[config.mk]
export PLATFORM = sky130hd
export DESIGN_NAME = rtc_bcd_calendar
export DESIGN_NICKNAME = d
export VERILOG_FILES = /design/src/rtl/rtc_pkg.sv /design/src/rtl/rtc_calendar_next.sv /design/src/rtl/rtc_alarm_match.sv /design/src/rtl/rtc_update_seq.sv /design/src/rtl/rtc_bcd_calendar.sv
export SDC_FILE = /design/constraint.sdc
export NUM_CORES = 1
export LEC_CHECK = 0
export BUFFER_PORTS_ARGS = -buffer_cell sky130_fd_sc_hd__buf_2
export CORE_MARGIN = 8
export CORE_UTILIZATION = 40
export CTS_BUF_LIST = sky130_fd_sc_hd__clkbuf_4
export CTS_CLUSTER_SIZE = 16
export DETAILED_ROUTE_END_ITERATION = 12
export MAX_ROUTING_LAYER = met4
export PLACE_DENSITY = 0.66
export SKIP_LAST_GASP = 1
export SYNTH_ARGS = -nofsm -noshare
export SYNTH_HDL_FRONTEND = slang
export SYNTH_SLANG_ARGS = --single-unit
export TNS_END_PERCENT = 10
[constraint.sdc]
create_clock -name clk_i -period 3 [get_ports clk_i]
set_clock_uncertainty 0.05 [all_clocks]
set_input_delay 0.3 -clock clk_i [delete_from_list [all_inputs] [get_ports clk_i]]
set_output_delay 0.3 -clock clk_i [all_outputs]
set_load 0.01 [all_outputs]
[src/rtl/rtc_pkg.sv]
package rtc_pkg;
  typedef struct packed {
    logic [7:0] yr;
    logic [7:0] mon;
    logic [7:0] date;
    logic [7:0] dow;
    logic [7:0] hr;
    logic [7:0] min;
    logic [7:0] sec;
  } rtc_time_t;

  typedef enum logic [1:0] {SEQ_IDLE, SEQ_WAIT, SEQ_ADV, SEQ_XFER} seq_state_e;

  localparam int unsigned ADR_SEC  = 0;
  localparam int unsigned ADR_ASEC = 1;
  localparam int unsigned ADR_MIN  = 2;
  localparam int unsigned ADR_AMIN = 3;
  localparam int unsigned ADR_HR   = 4;
  localparam int unsigned ADR_AHR  = 5;
  localparam int unsigned ADR_DOW  = 6;
  localparam int unsigned ADR_DATE = 7;
  localparam int unsigned ADR_MON  = 8;
  localparam int unsigned ADR_YR   = 9;

  localparam rtc_time_t RST_TIME = '{yr: 8'h00, mon: 8'h01, date: 8'h01,
                                     dow: 8'h01, hr: 8'h00, min: 8'h00, sec: 8'h00};

  function automatic logic [7:0] bcd_inc(input logic [7:0] v);
    if (v[3:0] == 4'd9) return {v[7:4] + 4'd1, 4'd0};
    return {v[7:4], v[3:0] + 4'd1};
  endfunction

  function automatic logic is_leap(input logic [7:0] yr);
    logic [6:0] yb;
    yb = {3'b000, yr[7:4]} * 7'd10 + {3'b000, yr[3:0]};
    return (yb[1:0] == 2'b00);
  endfunction

  function automatic logic [7:0] month_last(input logic [7:0] mon, input logic [7:0] yr);
    case (mon)
      8'h02:                      return is_leap(yr) ? 8'h29 : 8'h28;
      8'h04, 8'h06, 8'h09, 8'h11: return 8'h30;
      default:                    return 8'h31;
    endcase
  endfunction
endpackage

[src/rtl/rtc_calendar_next.sv]
module rtc_calendar_next
  import rtc_pkg::*;
(
  input  rtc_time_t cur_i,
  input  logic      h24_i,
  output rtc_time_t nxt_o
);
  logic sec_c, min_c, day_c, mon_c, yr_c;
  logic [6:0] hv;
  logic       pm;

  assign hv = cur_i.hr[6:0];
  assign pm = cur_i.hr[7];

  always_comb begin
    nxt_o = cur_i;
    sec_c = (cur_i.sec == 8'h59);
    nxt_o.sec = sec_c ? 8'h00 : bcd_inc(cur_i.sec);

    min_c = sec_c && (cur_i.min == 8'h59);
    if (sec_c) nxt_o.min = (cur_i.min == 8'h59) ? 8'h00 : bcd_inc(cur_i.min);

    day_c = 1'b0;
    if (min_c) begin
      if (h24_i) begin
        day_c = (cur_i.hr == 8'h23);
        nxt_o.hr = day_c ? 8'h00 : bcd_inc(cur_i.hr);
      end else if (hv == 7'h12) begin
        nxt_o.hr = {pm, 7'h01};
      end else if (hv == 7'h11) begin
        // 11 AM -> 12 PM, 11 PM -> 12 AM with day carry
        day_c    = pm;
        nxt_o.hr = pm ? 8'h12 : 8'h92;
      end else begin
        nxt_o.hr = {pm, bcd_inc({1'b0, hv})};
        nxt_o.hr[7] = pm;
      end
    end

    mon_c = 1'b0;
    yr_c  = 1'b0;
    if (day_c) begin
      nxt_o.dow = (cur_i.dow == 8'h07) ? 8'h01 : bcd_inc(cur_i.dow);
      mon_c = (cur_i.date == month_last(cur_i.mon, cur_i.yr));
      nxt_o.date = mon_c ? 8'h01 : bcd_inc(cur_i.date);
      if (mon_c) begin
        yr_c = (cur_i.mon == 8'h12);
        nxt_o.mon = yr_c ? 8'h01 : bcd_inc(cur_i.mon);
        if (yr_c) nxt_o.yr = (cur_i.yr == 8'h99) ? 8'h00 : bcd_inc(cur_i.yr);
      end
    end
  end
endmodule

[src/rtl/rtc_alarm_match.sv]
module rtc_alarm_match #(
  parameter int unsigned NUM_FIELDS = 3
) (
  input  logic [NUM_FIELDS-1:0][7:0] cur_i,
  input  logic [NUM_FIELDS-1:0][7:0] alm_i,
  output logic                       hit_o
);
  logic [NUM_FIELDS-1:0] fld_ok;

  for (genvar i = 0; i < NUM_FIELDS; i++) begin : g_fld
    assign fld_ok[i] = (alm_i[i][7:6] == 2'b11) || (alm_i[i] == cur_i[i]);
  end

  assign hit_o = &fld_ok;
endmodule

[src/rtl/rtc_update_seq.sv]
module rtc_update_seq
  import rtc_pkg::*;
#(
  parameter int unsigned UIP_LEAD = 8
) (
  input  logic clk_i,
  input  logic rst_ni,
  input  logic tick_i,
  output logic uip_o,
  output logic adv_o,
  output logic xfer_o
);
  localparam int unsigned CNT_W = $clog2(UIP_LEAD + 1);
  localparam logic [CNT_W-1:0] CNT_START = CNT_W'(UIP_LEAD - 1);

  seq_state_e       state_q;
  logic [CNT_W-1:0] cnt_q;

  always_ff @(posedge clk_i or negedge rst_ni) begin
    if (!rst_ni) begin
      state_q <= SEQ_IDLE;
      cnt_q   <= '0;
    end else begin
      case (state_q)
        SEQ_IDLE: if (tick_i) begin
          state_q <= SEQ_WAIT;
          cnt_q   <= CNT_START;
        end
        SEQ_WAIT: begin
          if (cnt_q == '0) state_q <= SEQ_ADV;
          else             cnt_q   <= cnt_q - 1'b1;
        end
        SEQ_ADV:  state_q <= SEQ_XFER;
        default:  state_q <= SEQ_IDLE;
      endcase
    end
  end

  assign uip_o  = (state_q != SEQ_IDLE);
  assign adv_o  = (state_q == SEQ_ADV);
  assign xfer_o = (state_q == SEQ_XFER);

  AST_UIP_HOLD: assert property (@(posedge clk_i) disable iff (!rst_ni)
    $rose(uip_o) |=> uip_o) else $error("uip dropped early");
  AST_ADV_BEFORE_XFER: assert property (@(posedge clk_i) disable iff (!rst_ni)
    xfer_o |-> $past(adv_o)) else $error("transfer without advance");
endmodule

[src/rtl/rtc_bcd_calendar.sv]
module rtc_bcd_calendar
  import rtc_pkg::*;
#(
  parameter int unsigned UIP_LEAD = 8,
  parameter int unsigned ADDR_W   = 4
) (
  input  logic              clk_i,
  input  logic              rst_ni,
  input  logic              tick_i,
  input  logic              freeze_i,
  input  logic              h24_i,
  input  logic              wr_en_i,
  input  logic [ADDR_W-1:0] addr_i,
  input  logic [7:0]        wdata_i,
  output logic [7:0]        rdata_o,
  output logic              uip_o,
  output logic              upd_o,
  output logic              alarm_o
);
  localparam int unsigned NUM_ALM = 3;

  rtc_time_t                work_q, user_q, work_nxt;
  logic [NUM_ALM-1:0][7:0]  alm_q;
  logic [NUM_ALM-1:0][7:0]  cmp_cur;
  logic                     freeze_q, upd_q, alarm_q;
  logic                     adv, xfer, hit, load;

  rtc_update_seq #(.UIP_LEAD(UIP_LEAD)) i_seq (
    .clk_i  (clk_i),
    .rst_ni (rst_ni),
    .tick_i (tick_i),
    .uip_o  (uip_o),
    .adv_o  (adv),
    .xfer_o (xfer)
  );

  rtc_calendar_next i_next (
    .cur_i (work_q),
    .h24_i (h24_i),
    .nxt_o (work_nxt)
  );

  assign cmp_cur = {work_q.hr, work_q.min, work_q.sec};

  rtc_alarm_match #(.NUM_FIELDS(NUM_ALM)) i_alm (
    .cur_i (cmp_cur),
    .alm_i (alm_q),
    .hit_o (hit)
  );

  assign load = freeze_q && !freeze_i;

  always_ff @(posedge clk_i or negedge rst_ni) begin
    if (!rst_ni) begin
      work_q   <= RST_TIME;
      freeze_q <= 1'b0;
      upd_q    <= 1'b0;
      alarm_q  <= 1'b0;
    end else begin
      freeze_q <= freeze_i;
      upd_q    <= xfer && !freeze_i;
      alarm_q  <= xfer && hit;
      // software-set time wins over a coinciding advance
      if (load)     work_q <= user_q;
      else if (adv) work_q <= work_nxt;
    end
  end

  always_ff @(posedge clk_i or negedge rst_ni) begin
    if (!rst_ni) begin
      user_q <= RST_TIME;
    end else if (xfer && !freeze_i) begin
      user_q <= work_q;
    end else if (wr_en_i) begin
      case (int'(addr_i))
        ADR_SEC:  user_q.sec  <= wdata_i;
        ADR_MIN:  user_q.min  <= wdata_i;
        ADR_HR:   user_q.hr   <= wdata_i;
        ADR_DOW:  user_q.dow  <= wdata_i;
        ADR_DATE: user_q.date <= wdata_i;
        ADR_MON:  user_q.mon  <= wdata_i;
        ADR_YR:   user_q.yr   <= wdata_i;
        default: ;
      endcase
    end
  end

  always_ff @(posedge clk_i or negedge rst_ni) begin
    if (!rst_ni) begin
      alm_q <= '0;
    end else if (wr_en_i) begin
      case (int'(addr_i))
        ADR_ASEC: alm_q[0] <= wdata_i;
        ADR_AMIN: alm_q[1] <= wdata_i;
        ADR_AHR:  alm_q[2] <= wdata_i;
        default: ;
      endcase
    end
  end

  always_comb begin
    case (int'(addr_i))
      ADR_SEC:  rdata_o = user_q.sec;
      ADR_ASEC: rdata_o = alm_q[0];
      ADR_MIN:  rdata_o = user_q.min;
      ADR_AMIN: rdata_o = alm_q[1];
      ADR_HR:   rdata_o = user_q.hr;
      ADR_AHR:  rdata_o = alm_q[2];
      ADR_DOW:  rdata_o = user_q.dow;
      ADR_DATE: rdata_o = user_q.date;
      ADR_MON:  rdata_o = user_q.mon;
      ADR_YR:   rdata_o = user_q.yr;
      default:  rdata_o = 8'h00;
    endcase
  end

  assign upd_o   = upd_q;
  assign alarm_o = alarm_q;

  AST_UIP_LEADS_XFER: assert property (@(posedge clk_i) disable iff (!rst_ni)
    upd_o |-> $past(uip_o)) else $error("update without warning");
  AST_UPD_SINGLE: assert property (@(posedge clk_i) disable iff (!rst_ni)
    upd_o |=> !upd_o) else $error("update pulse too long");
  AST_NO_UPD_FROZEN: assert property (@(posedge clk_i) disable iff (!rst_ni)
    upd_o |-> !$past(freeze_i)) else $error("update while frozen");
  AST_LOAD_ON_RELEASE: assert property (@(posedge clk_i) disable iff (!rst_ni)
    (freeze_q && !freeze_i) |=> (work_q == $past(user_q))) else $error("release load");
  AST_ALARM_IN_WINDOW: assert property (@(posedge clk_i) disable iff (!rst_ni)
    alarm_o |-> $past(uip_o)) else $error("alarm outside update");
endmodule

### Word-level counts from Yosys, hierarchy flattened

Index checks and enable logic that the tools add are counted.

* register bits: 145
* input port bits: 18
* output and inout port bits: 11
* word-level logic and storage cells: 233

* add/sub/neg operators: 17
* multiply operators: 1
* equality and inequality tests: 44
* muxes and demuxes: 78
* reduce and logical (&&, ||, !) cells: 63

Operators with widths (count)
* $mux W8: 36
* $mux W56: 4
* $pmux W8 S10: 1
* $add A4 B1 Y4 const B: 14
* $eq A4 B4 Y1 const B: 9
* $eq A8 B8 Y1: 4
* $mux W32: 1
* $reduce_bool A2 Y1: 16
* $reduce_and A2 Y1: 15
* $mux W1: 26
* $eq A8 B3 Y1 const B: 3
* $reduce_bool A3 Y1: 7
* $reduce_and A3 Y1: 6
* $eq A4 B3 Y1 const B: 4
* $eq A8 B5 Y1 const B: 2
* $eq A8 B7 Y1 const B: 2
* $mux W16: 1
* $pmux W8 S2: 1
* $eq A7 B5 Y1 const B: 2
* $mux W7: 2
* $reduce_and A4 Y1: 3
* $eq A2 B2 Y1 const B: 5
* $reduce_and A5 Y1: 2
* $eq A4 B2 Y1 const B: 2
* 25 further kinds: 35

### Depth between registers and ports, before layout

* depth after elaboration: 16
* depth in mapped cells: 9
* gate-level depth less buffers: 8

### Modules after synthesis

From an unflattened synthesis, not the netlist that was laid out.

* cell total of the unflattened synthesis: 1034
* area, all modules: 9595.5 um2

Modules (own cells, without submodules)
* rtc_bcd_calendar: instances 1, cells each 661, area an instance 6871.6 um2, seq. area each 3485.8 um2
* rtc_calendar_next: instances 1, cells each 299, area an instance 2043.2 um2, seq. area each 0.0 um2
* rtc_update_seq: instances 1, cells each 40, area an instance 400.4 um2, seq. area each 150.1 um2
* rtc_alarm_match: instances 1, cells each 34, area an instance 280.3 um2, seq. area each 0.0 um2

### Least setup slack after synthesis

OpenSTA, ideal clock, no wires.

* path kind: flip-flop to flip-flop
* start point: register i_seq.state_q[0]
* end point: register work_q[50] in the netlist's numbering
* setup time: 0.082 ns
* arrival time: 2.705 ns
* data required time: 2.868 ns
* slack: 0.163 ns
* stages on the path, launching flop included: 10
* buffers on the path: 1
* clock period less this slack: 2.837 ns
* cells stage by stage: dfrtp_1 inv_1 ha_1 nand4b_4 or4_4 buf_6 nor3_4 nand4_4 or4b_1 a31oi_1

* cells in the longest elaborated chain, start to end: 3

Ends and longest elaborated chain
* from (decl): line rtc_update_seq.sv:16 `seq_state_e state_q;`
* from (signal assigned): line rtc_update_seq.sv:21 `state_q <= SEQ_IDLE;`
* from (signal assigned): line rtc_update_seq.sv:26 `state_q <= SEQ_WAIT;`
* from (signal assigned): line rtc_update_seq.sv:30 `if (cnt_q == '0) state_q <= SEQ_ADV;`
* $eq A2 B2 Y1: line rtc_update_seq.sv:40 `assign adv_o = (state_q == SEQ_ADV);`
* $reduce_bool A2 Y1 (no source line)
* $reduce_and A4 Y1 (no source line)
* to (signal assigned): line rtc_bcd_calendar.sv:64 `if (load) work_q <= user_q;`
* to (signal assigned): line rtc_bcd_calendar.sv:65 `else if (adv) work_q <= work_nxt;`
* to (decl): line rtc_bcd_calendar.sv:22 `rtc_time_t work_q, user_q, work_nxt;`

Every way passes these cells.
A chain may end at the register's enable or synchronous reset.

### Worst setup path in the final report

* start point: register i_seq.state_q[0]
* end point: register work_q[55] in the netlist's numbering

* cells in the longest elaborated chain, start to end: 3

Ends and longest elaborated chain (line)
* $eq A2 B2 Y1: rtc_update_seq.sv:40
* $reduce_bool A2 Y1 (no source line)
* $reduce_and A5 Y1 (no source line)

Every way passes these cells.

==> results <==
- The flow ran to the end, and the final reports show no timing, DRC or antenna violations.
- For this block, the routed nets add up to 26300 um of wire.
- The tightest min-delay check is of the in2reg type.
- Of all nets on the critical path, the largest fanout is 9.
- The root buffer cell chosen for the clock tree is clkbuf_4.
- For this run, the leading register cell type out of synthesis is dfrtp_1.
- The mux share of post-synthesis cell area is 11.9%.
- The total count of hold-check failures in the final report is 0.
- Global routing consumed, on the met1 layer, 27.6% of the routing resources.
- The mean instance size in the synthesized netlist is 9.15 um2.
- In this run the count of I/O pins placed on the die edge is 29.
- The sort of element at the end of the critical path is a flip-flop.
- The number of synthesized register bits is 145.
- The die area is 27300 um2.
- The worst stage delay on the critical path is 620 ps.
- The slowest library cell on the worst path is or4_4.
- Global routing used 20.5% of the available tracks.
- In this run the post-CTS setup repair buffer count came out at 0.
- The share of synthesized cell area in and, or, nand and nor gates is 19.3%.
- The xor and xnor fraction of the mapped netlist area is 3.04%.
- The post-route fraction of the period consumed by the critical path is 97.2%.
- The DRC marker count from the first detailed-route iteration is 765.
- Dividing the detail-routed via count by the number of cells gives 5.96.
- The die is 165 um tall.
- The dominant combinational cell family by area after synthesis is simple AND/OR/NAND/NOR gates.
- The total clock sinks is 145.
- Timing analysis after detailed placement gives a worst setup slack of 143 ps.
- By startpoint and endpoint, the worst setup path is classified as reg2reg.
- Setup repair after global routing could not meet its margin everywhere.
- The insertion delay to the later sink of the worst-skew pair is 580 ps.
- During synthesis, Yosys emitted a total of 0 warnings.
- Data on the critical path is required at its endpoint by 3460 ps.
- In this run, synthesis inferred 0 flip-flops with an integrated enable.
- The post-layout minimum cycle time is 2910 ps.
- The congestion estimate from routability-driven global placement came to 0.974.
- In this run the standard cell core region covers 21900 um2.
- Measured along the x axis, the die boundary spans 165 um.
- Summing the areas of all fa, ha and maj instances in the mapped netlist gives 4.35% of the synthesized area.
- Across the run, the number of max-cap violations was 0.
- The first global-routing pass estimated 42200 um of wire.
- The via count of the first global-routing pass came to 7488.
- The register area share after synthesis is 40.7%.
- The number of I/O port buffers is 28.
- The floorplan has 54 rows.
- The post-route netlist has 15.2% of its cells at a drive strength greater than 1.
- The signal on the critical path passes through inv_1 -> ha_1 -> nand4b_4 -> or4_4 -> nor4_1 -> nand4_1 -> buf_4 -> or4_1 -> nand3_1.
- The nature of the critical path startpoint is a flip-flop.
- The effective utilization at floorplan is 40.8%.
- The layout overhead on the synthesized area is 10.9%.
- The pin count of the biggest net entering global routing is 74.
- The clock-pin slew on the worst setup and hold paths is 120 ps.
- The via count is 7748.
- The distinct cell type count after synthesis is 77.
- The number of max-slew violations in the final report is 0.
- The met3 layer usage reported by global route is 3.54%.
- The met2 demand-to-capacity share in global routing is 30.8%.
- The global-route congestion overflow total is 0.
- The peak-usage layer in the global routing report is met2.
- The count of unresolved DRC violations after routing is 0.
- The maximum clock path buffer count is 2.
- In this run the tightest slew margin relative to its limit is 48.0%.
- After detailed routing, the average wire length per cell comes to 20.3 um.
- The static leakage power is 4.19 nW.
- The worst-margin pin slew is 774 ps.
- Synthesis produced a netlist with a net count of 1024.
- Synthesis handed over a netlist of 975 instances.
- The number of search-and-repair iterations in the first detailed-routing pass is 5.
- After legalization and detailed placement, the total HPWL measured 18800 um.
- The net count of the finished layout is 1054.
- The CTS H-tree depth is 4.
- Of all flip-flops after synthesis, the portion carrying an async set or reset was 100%.
- The number of clock buffers added by TritonCTS is 17.
- The instance count after placement with tap cells included is 1263.
- The synthesized netlist devotes 16.6% of its cell area to compound gates.
- The post-synthesis instance area is 8920 um2.
- For this design the ratio of total power to cell area is 763 nW/um2.
- The highest clock rate is 0.343 GHz.
- Leaving out filler cells and counting taps, the final layout contains 1300.
- The CTS tree is yes.
- The total of endpoints with negative setup slack in the final report is 0.
- The worst ir drop on vdd is 0.405 mV.
- The initial antenna violation count was 2.
- In this run the remaining antenna-violating nets after routing total 0.
- In the post-route analysis, the smallest setup slack over all paths is 85.1 ps.
- At the worst endpoint, the arrival time is 3370 ps.
logic make-up (layout without fill, tap and decap cells):
logic type | after synthesis | after routing
AO/OA/AOI/OAI | 237 | 237
XOR/XNOR | 31 | 31
adder cells (fa/ha/maj) | 31 | 31
buffers and inverters | 91 | 134
flip-flops | 145 | 145
multiplexers | 102 | 102
other | 0 | 2
AND/OR/NAND/NOR | 338 | 338
per-layer routing:
metal  vias to the layer above  share of wire [%]
met1                      3835                 47
met4                         0                2.5
met2                       245                 46
met3                        53                5.2
li1                       3615                  -
met5                         -                  0
worst max-delay path: cells and delay by family, from the launching register on:
kind          cells  cell delay (ps)
buf+inv           2              340
fa+ha+maj         1              230
flops             1              440
simple gates      6             1780
cells in the final DEF, fill, tap and decap left out, drive strengths merged, types with 9 or more instances in the layout:
cell	count
nor4	9
o211ai	9
a22oi	11
or4	10
nand3	32
nor3	25
o21ai	103
mux2i	66
ha	31
nor2	56
mux2	36
buf	67
a31oi	19
or3	9
a21oi	37
nand2	130
inv	32
xor2	29
clkbuf	20
dfrtp	139
per-stage QoR:
step / power, W / TNS [ps] / cell area (um2) / hold slack (ps) / utilization (%)
final: 0.00755 / 0 / 9890 / 134 / 45.2
after global routing: 0.00809 / -130 / 9890 / 135 / 45.2
after CTS: 0.00754 / 0 / 9860 / 106 / 45.1
after detailed placement: 0.00623 / 0 / 9540 / 335 / 43.6
after global placement: 0.00613 / 0 / 9540 / 337 / 43.6
after floorplan: 0.00516 / 0 / 8920 / -45.6 / -
cell type report:
cell class                 count  area [um2]
multi-input combinational    739        4970
clock inverter                12         141
sequential                   145        3640
clock buffer                  20         150
tap                          280         350
antenna                        2        5.00
fill                        2181       12000
inverter                      32         120
timing repair buffer          70         519
flip-flops by register name (all words and copies together) (netlist names):
signal         cells
freeze_q           1
i_seq.state_q      2
upd_o              1
alarm_o            1
work_q            32
i_seq.cnt_q        4
user_q            56
cmp_cur           24
alm_q             24
synthesized netlist by cell type (8+ instances only):
master      n  area share (%)
o211ai_1    9            0.76
a22oi_1    11            0.93
nor2_1     56             2.4
clkbuf_1   48             2.0
o21ai_0   102             5.7
dfrtp_1   139              39
ha_1       31             4.3
xor2_1     29             2.8
nor2b_1     8            0.56
mux2i_1    66             7.4
inv_1      32             1.3
nand3_1    32             1.8
buf_1       8            0.34
mux2_2     36             4.5
a21oi_1    37             2.1
or4_1       9            0.76
nor4_1      9            0.63
nand2_1   130             5.5
a31oi_1    19             1.3
or3_1       9            0.63
nor3_1     23             1.3
what timing repair did:
item / 4_1_cts / 5_1_grt
resized for setup: 0 / 4
setup endpoints to repair: 0 / 7
hold buffers: 3 / 0
endpoints found under the hold margin: 69 / 0
final timing paths:
path / from / end / slack [ps] / cells after the start
worst max-delay path: i_seq.state_q[0]$_DFFE_PN0P_ / work_q[55]$_DFFE_PN0P_ / 90 / 9
min in group asynchronous: rst_ni / user_q[55]$_DFFE_PN0P_ / 260 / 2
worst min register to register: user_q[32]$_DFFE_PN1P_ / work_q[32]$_DFFE_PN1P_ / 460 / 2
max in group asynchronous: rst_ni / user_q[24]$_DFFE_PN1P_ / 1740 / 3
worst max register to register: i_seq.state_q[0]$_DFFE_PN0P_ / work_q[55]$_DFFE_PN0P_ / 90 / 9
worst min-delay path: h24_i / cmp_cur[23]$_DFFE_PN0P_ / 130 / 5
power breakdown:
group          switching, W  internal [W]  leakage, nW
Sequential         0.000993       0.00271         1.79
Clock              0.000724      0.000594        0.158
Combinational       0.00139       0.00115         2.24
(Power assumes the default switching activity.)
